### src/rtl/brcu_pkg.sv
package brcu_pkg;
    parameter int PC_W   = 21;
    parameter int WORD_W = 16;
    localparam int OFF_W = 8;
    localparam logic [7:0] OPC_NOV = 8'hE5;
    localparam logic [7:0] OPC_NZ  = 8'hE1;

    typedef enum logic [1:0] {PH_Q1 = 2'd0, PH_Q2 = 2'd1, PH_Q3 = 2'd2, PH_Q4 = 2'd3} phase_t;

    typedef struct packed {
        logic             on_nov;
        logic             on_nz;
        logic [OFF_W-1:0] offset;
    } br_dec_t;

    function automatic logic [PC_W-1:0] rel_target(input logic [PC_W-1:0] base,
                                                   input logic [OFF_W-1:0] off);
        logic [PC_W-1:0] ext;
        ext = {{(PC_W-OFF_W){off[OFF_W-1]}}, off};
        return base + PC_W'(2) + (ext << 1);
    endfunction
endpackage

### src/rtl/brcu_phase.sv
module brcu_phase
    import brcu_pkg::*;
(
    input  logic   clk,
    input  logic   rst,
    input  logic   tick,
    output phase_t ph
);
    always_ff @(posedge clk) begin
        if (rst)       ph <= PH_Q1;
        else if (tick) ph <= phase_t'(ph + 2'd1);
    end

    a_r2_hold: assert property (@(posedge clk) disable iff (rst) !tick |=> $stable(ph));
    a_r2_wrap: assert property (@(posedge clk) disable iff (rst) (tick && ph == PH_Q4) |=> ph == PH_Q1);
endmodule

### src/rtl/brcu_decode.sv
module brcu_decode
    import brcu_pkg::*;
(
    input  logic [WORD_W-1:0] word,
    output br_dec_t           dec
);
    always_comb begin
        dec.on_nov = (word[WORD_W-1 -: 8] == OPC_NOV);
        dec.on_nz  = (word[WORD_W-1 -: 8] == OPC_NZ);
        dec.offset = word[OFF_W-1:0];
    end

    a_r3_r4_excl: assert final (!(dec.on_nov && dec.on_nz));
endmodule

### src/rtl/brcu_top.sv
module brcu_top
    import brcu_pkg::*;
(
    input  logic              clk,
    input  logic              rst,
    input  logic              ph_tick,
    input  logic [WORD_W-1:0] instr,
    input  logic              flag_ov,
    input  logic              flag_z,
    output logic [PC_W-1:0]   pc,
    output logic              nop_cycle,
    output logic [1:0]        phase
);
    phase_t            ph;
    logic [WORD_W-1:0] ir_q;
    logic [PC_W-1:0]   tgt_q;
    logic              taken_q;
    br_dec_t           dec;

    brcu_phase u_phase (.clk(clk), .rst(rst), .tick(ph_tick), .ph(ph));
    brcu_decode u_dec (.word(ir_q), .dec(dec));

    always_ff @(posedge clk) begin
        if (rst) begin
            ir_q      <= '0;
            tgt_q     <= '0;
            taken_q   <= 1'b0;
            pc        <= '0;
            nop_cycle <= 1'b0;
        end else if (ph_tick) begin
            case (ph)
                PH_Q1: ir_q  <= instr;
                PH_Q2: tgt_q <= rel_target(pc, dec.offset);
                PH_Q3: taken_q <= !nop_cycle &&
                                  ((dec.on_nov && !flag_ov) || (dec.on_nz && !flag_z));
                PH_Q4: begin
                    if (nop_cycle) begin
                        nop_cycle <= 1'b0;
                    end else if (taken_q) begin
                        pc        <= tgt_q;
                        nop_cycle <= 1'b1;
                    end else begin
                        pc <= pc + PC_W'(2);
                    end
                end
                default: ;
            endcase
        end
    end

    assign phase = ph;

    a_r11_pc_even: assert property (@(posedge clk) disable iff (rst) pc[0] == 1'b0);
    a_r11_pc_q4only: assert property (@(posedge clk) disable iff (rst)
        !(ph_tick && ph == PH_Q4) |=> $stable(pc));
    a_r7_nop_clears: assert property (@(posedge clk) disable iff (rst)
        (ph_tick && ph == PH_Q4 && nop_cycle) |=> (!nop_cycle && $stable(pc)));
    a_r6_step: assert property (@(posedge clk) disable iff (rst)
        (ph_tick && ph == PH_Q4 && !nop_cycle && !taken_q) |=> (pc == $past(pc) + PC_W'(2) && !nop_cycle));
endmodule

### config.mk
export PLATFORM = sky130hd
export DESIGN_NAME = brcu_top
export DESIGN_NICKNAME = d
export VERILOG_FILES = /design/src/rtl/brcu_pkg.sv /design/src/rtl/brcu_phase.sv /design/src/rtl/brcu_decode.sv /design/src/rtl/brcu_top.sv
export SDC_FILE = /design/constraint.sdc
export NUM_CORES = 1
export LEC_CHECK = 0
export BUFFER_PORTS_ARGS = -buffer_cell sky130_fd_sc_hd__buf_2
export CAP_MARGIN = 20
export CORE_ASPECT_RATIO = 1.4
export CORE_MARGIN = 1
export CORE_UTILIZATION = 32
export CTS_CLUSTER_SIZE = 10
export DETAILED_ROUTE_END_ITERATION = 8
export PLACE_DENSITY = 0.57
export SKIP_LAST_GASP = 1
export SYNTH_ARGS = -nofsm -noshare
export SYNTH_HDL_FRONTEND = slang
export SYNTH_HIERARCHICAL = 1
export SYNTH_SLANG_ARGS = --single-unit
### constraint.sdc
create_clock -name clk -period 2.6 [get_ports clk]
set_input_delay 0.13 -clock clk [delete_from_list [all_inputs] [get_ports clk]]
set_output_delay 0.13 -clock clk [all_outputs]
set_load 0.03 [all_outputs]
==> metrics, run 1 <==
endpoints failing hold=0; Area after DPL=approximately 4800 µm²; Post-synth ARST share=0; Clock Tree Buf Depth=2; Fin Setup TNS=-0.585 ns; CTS root buffer=clkbuf_16; die area=between 10,000 and 15,000 µm²; Mapped Nets=roughly 540; WS Path Type=register to register; routed vias=3,953; Congestion Overflow GR=0; core area=11,900 µm²; largest net degree at the start of global routing=40; share of post-route cells with drive strength above 1=0.365; R2R cell count=12; startpoint types=register; Synth cell types=61; DP HPWL=around 8600 µm; initial DRC count=~160; failing checks=setup timing; first drt pass iteration count=5; R2R Setup Slk=-0.20 ns; Final min period=2.80 ns; Worst Tran Pin Value=between 0.8 and 0.9 ns; H-tree depth=3; FMAX=~360 MHz; relative slew slack=0.433; area of the multi-input gates=2910 µm²; most common cell after layout, fill and taps aside=nand2_1; sequential cell area=roughly 1300 µm²; Cells after Synth=roughly 500; Tcrit/Tclk final=1.08; Mapped Area=around 4000 µm²; fill count=roughly 1.2k; Hold Path Stages=3; final std cells w/o fill=753; Worst-path clk slew=approximately 0.060 ns; ANT nets after route=0; Worst Skew=between 0.008 and 0.009 ns; number of global-route vias before repair=between 3k and 4k; Synth Register Bits=62; final instance area=between 5000 and 6000 µm²; final setup margin=-0.200 ns; first-pass GRT wire length=around 19,000 µm; outcome=finished with violations; Worst VDD drop=around 0.33 mV; die width=95.6 µm; final net count=roughly 640; # setup viols final=6; PD cells=496 nW/µm²; most frequent cells in the layout=nand2_1, buf_4, a21oi_1, dfxtp_1, buf_2; Chip Height=~130 µm; I/O pins=between 40 and 50; hold buffer count at cts=0; Initial Utilization=0.331; CP endpoint kind=register; Hold Path Class=input port to register; DR vias/cell=5.25; Main synth FF type=dfxtp_1; Max Transition Viols Final=0; antenna violations before repair=0; unrepaired setup endpoints after global routing=yes; DP Cell Count=727; Static Leak=about 2.4 nW; Yosys warning count=6; Port Buffer Count=44; GRT Util Overall=0.195; TritonCTS buffer count=9; row cnt=47; CTS sink cnt=62; CP arrival=between 3 and 4 ns; number of flops mapped to enable cells by yosys=0; Layout area overhead=42.1%; sequential area share after synthesis=0.316; WL final=about 12,000 µm; gpl congestion=~0.9; antenna cells=0; DRC=0; CTS tree=done; CP max FO=4; Clock Latency Late Sink=0.33 ns; Power Total=2.77 mW; Mean Syn Cell Area=between 7 and 8 µm²; mean routed wirelength per cell=between 15 and 20 µm; maxcap violations=0; WP data required=about 2.9 ns
worst paths after layout:
check            from        end
max             pc[2]  tgt_q[17]
min          instr[4]    ir_q[4]
max reg2reg     pc[2]  tgt_q[17]
min reg2reg  tgt_q[7]   tgt_q[7]
kinds of logic (layout without fill, tap and decap cells):
logic type,after synthesis,in the layout,synth area share
AND/OR/NAND/NOR,196,196,0.255
AO/OA/AOI/OAI,136,136,0.222
flip-flops,62,62,0.316
buffers and inverters,37,151,0.0443
XOR/XNOR,34,34,0.0777
adder cells (fa/ha/maj),22,22,0.0720
multiplexers,5,5,0.0131
cells in the mapped netlist (all sizes together), types with 4 or more instances:
master  instances  area [µm²]
or2             5        31.3
nand4           8        62.6
nand3           8        45.0
mux2i           4        40.0
a21oi          66         334
a211oi          4        30.0
a21o           12        90.1
and4            6        52.6
nand2b         15        93.8
clkbuf         20        75.1
xnor2          22         200
nor4            4        46.3
buf            12        80.1
inv             5        18.8
nand3b          5        37.5
nor2           28         105
a221oi          6        58.8
ha             21         263
o21ai          10        50.1
xor2           12         105
dfxtp          62        1240
a22o            4        35.0
nand2          95         357
o211ai         10        75.1
power by group:
group,total (mW),leakage (nW),internal [mW],switching (mW)
Clock,1.37,0.161,0.935,0.430
Combinational,0.384,1.77,0.170,0.215
Sequential,1.02,0.510,0.986,0.0330
Total,2.77,2.44,2.09,0.678
per-layer routing:
layer,GRT usage,share of wire,vias up
met3,0.0374,0.025,30
li1,-,-,1960
met5,0,0,-
met4,0.110,0.040,0
met2,0.351,0.54,75
met1,0.206,0.40,1888
state kept, by name (all words and copies together), names as in the netlist:
name	cells
nop_cycle	1
ir_q	16
tgt_q	21
taken_q	1
pc	21
u_phase/ph	2
per-stage QoR:
step	util	worst slack, ns	hold slack, ns
CTS	0.444	-0.151	0.0265
floorplan	-	-0.158	0.192
finish	0.470	-0.200	0.0344
global placement	0.406	-0.212	0.370
global route	0.470	-0.323	0.0377
detailed placement	0.406	-0.266	0.375
cell type report:
cell class / instances / area share
repair buffers: 130 / 0.156
well taps: 147 / 0.0330
multi-input cells: 393 / 0.522
inverters: 5 / 0.00336
clock buffers: 12 / 0.0424
clock inverters: 4 / 0.0170
flip-flops and latches: 62 / 0.227
critical path, stage by stage (launching register included):
cell and delay [ns]:
dfxtp_4 0.37, ha_4 0.13, and4_4 0.22, nand4_1 0.13, or2_4 0.31, xnor2_4 0.17, ha_4 0.28, and4_4 0.22
nand4_1 0.07, o221ai_1 0.17, a21oi_1 0.08, or4_1 0.52, nand3_1 0.07
what timing repair did:
action / CTS / global route
gates resized for setup: 23 / 36
pin swaps: 13 / 21
setup endpoints to repair: 11 / 13
setup buffers: 3 / 8
No activity file was read; power rests on OpenSTA's default activity.
==> run 2, diff against run 1 <==
Settings changed: CTS_CLUSTER_SIZE 10 to 16, SETUP_SLACK_MARGIN from default to 0.02, TNS_END_PERCENT from default to 20.
==> metrics, run 2 (same netlist as run 1, synthesis figures left out) <==
outcome=finished with violations; failing checks=setup timing; row cnt=47 (unchanged); number of global-route vias before repair=3,989 (+1.9%); Chip Height=133 µm (unchanged); WL final=11,900 µm (-0.50%); Hold Path Class=input port to register; core area=11,900 µm² (unchanged); Comb pwr share=0.139 (about the same); Static Leak=2.41 nW (-1.0%); Final min period=2.77 ns (-0.0249 ns); relative slew slack=0.396 (-0.0371); CP endpoint kind=register; biggest registers after layout=pc (21), tgt_q (21), ir_q (16); TritonCTS buffer count=9 (unchanged); PD cells=489 nW/µm² (-1.4%); largest net degree at the start of global routing=39 (-2.5%); Clk pwr share=0.474 (-0.019); Initial Utilization=0.331 (unchanged); # setup viols final=7 (+1); DP HPWL=8790 µm (+1.9%); cell internal pwr=1.94 mW (-7.3%); Reg-to-Reg End=tgt_q[15]; WP data required=2.86 ns (about the same); first-pass GRT wire length=19,200 µm (+1.3%); GRT Util Overall=0.200 (+0.00450); final setup margin=-0.175 ns (+0.0249 ns); Clock Tree Buf Depth=2 (unchanged); die width=95.6 µm (unchanged); Congestion Overflow GR=0 (unchanged); most common cell after layout, fill and taps aside=nand2_1; antenna cells=0 (unchanged); share of post-route cells with drive strength above 1=0.329 (-0.0352); die area=12,700 µm² (unchanged); first drt pass iteration count=4 (-1); Worst VDD drop=0.354 mV (+7.8%); initial DRC count=138 (-15%); crit path cell chain=buf_4 > nand2_2 > nor4_4 > buf_4 > nand2b_1 > nand2_1 > ha_1 > and4_1 > nor3b_1 > o21ai_1 > xor2_1 > a211oi_1; Clock Latency Late Sink=0.34 ns (about the same); part of the power in registers=0.386 (+0.018); CP dominant cell by count=buf_4; most frequent cells in the layout=nand2_1, buf_4, a21oi_1, dfxtp_1, buf_2; Layout area overhead=37.0%; R2R cell count=12 (unchanged); antenna violations before repair=0 (unchanged); Port Buffer Count=44 (unchanged); Endpoint, Worst Hold=ir_q[7]; Power Total=2.63 mW (-5.0%); Hold Path Stages=3 (unchanged); Worst Hold Launch=instr[7]; Crit-path slowest cell=dfxtp_4; CP arrival=3.03 ns (-0.04 ns); unrepaired setup endpoints after global routing=yes; endpoints failing hold=0 (unchanged); FMAX=360 MHz (+0.90%); Worst Tran Pin Value=0.901 ns (+0.0554 ns); Max Transition Viols Final=0 (unchanged); CTS root buffer=clkbuf_16; CP max FO=5 (+1); Worst Skew=0.00974 ns (+0.00169 ns); CTS sink cnt=62 (unchanged); CTS tree=done; mean routed wirelength per cell=15.8 µm (-0.24%); Worst-path clk slew=0.06 ns (about the same); ANT nets after route=0 (unchanged); Sw Ratio=0.263 (+0.0183); gpl congestion=0.950 (+4.6%); maxcap violations=0 (unchanged); routed vias=3,959 (+0.15%); WS Path Type=register to register; Net Switching=693 µW (+2.1%); DRC=0 (unchanged); final net count=642 (-0.31%); R2R Setup Slk=-0.17 ns (+0.02 ns); Tcrit/Tclk final=1.07 (-0.00956); startpoint types=register; DR vias/cell=5.27 (+0.42%); Critical Path Max Stage Delay=0.36 ns (-0.16 ns); worst r2r src=pc[1]; I/O pins=45 (unchanged); utilization after layout=0.453 (-0.0169); H-tree depth=3 (unchanged)
-- run 2: cell count changes in the layout (fill, tap and decap cells not counted), moves of 5 or more --
cell | previous run | this run
a21oi_1 | 54 | 63
ha_4 | 10 | 5
ha_1 | 11 | 16
a21oi_2 | 10 | 2
-- run 2: power by group through the flow --
| stage | sequential (mW) | clock (mW) | combinational (mW) |
|---|---|---|---|
| global placement | 1.04 | 0 | 0.346 |
| global route | 1.02 | 1.31 | 0.404 |
| CTS | 1.02 | 1.27 | 0.357 |
| finish | 1.02 | 1.25 | 0.367 |
| detailed placement | 1.04 | 0 | 0.350 |
| floorplan | 1.05 | 0 | 0.213 |
-- run 2: stage by stage --
step                hold slack (ns)  TNS (ns)  cells  setup WS, ns  cell area (µm²)
floorplan                     0.192    -0.509    492        -0.158             3990
global placement              0.369     -1.60    725        -0.284             4790
detailed placement            0.377     -1.93    725        -0.305             4790
CTS                          0.0211     -1.49    747        -0.204             5230
global route                 0.0319     -2.32    751        -0.318             5380
finish                       0.0289    -0.946    751        -0.175             5380
-- run 2: worst max path at each step --
| stage | startpoint | end | cells after the start |
|---|---|---|---|
| after floorplan | pc[2] | tgt_q[17] | 12 |
| after global placement | pc[2] | tgt_q[20] | 12 |
| after detailed placement | pc[2] | tgt_q[20] | 12 |
| after CTS | pc[4] | tgt_q[13] | 11 |
| after global routing | pc[1] | tgt_q[15] | 12 |
| final | pc[1] | tgt_q[15] | 12 |
-- run 2: final cells by class --
class	count	area, µm²
fill	1221	6500
multi-input combinational	393	2750
sequential	62	1270
timing repair buffer	128	858
clock buffer	13	260
tap	147	184
clock inverter	3	42.5
inverter	5	18.8
-- run 2: repair_timing --
action	CTS	global route
gates resized for setup	18	19
hold endpoints to repair	0	0
hold buffers	0	0
setup buffers	6	4
endpoints found under the setup margin	12	14
pin swaps	21	19
-- run 2: critical path: cells and delay by family, from the launching register on --
family	cells	cell delay (ns)
compound gates	2	0.39
xor+xnor	1	0.17
fa+ha+maj	1	0.30
buf+inv	2	0.30
flops	1	0.36
simple gates	6	1.18
-- run 2: metal layers --
| layer | track usage | up-vias | part of all wire |
|---|---|---|---|
| li1 | - | 1962 | - |
| met1 | 0.207 | 1898 | 0.39 |
| met2 | 0.368 | 73 | 0.55 |
| met3 | 0.0385 | 26 | 0.031 |
| met4 | 0.103 | 0 | 0.032 |
| met5 | 0 | - | 0 |
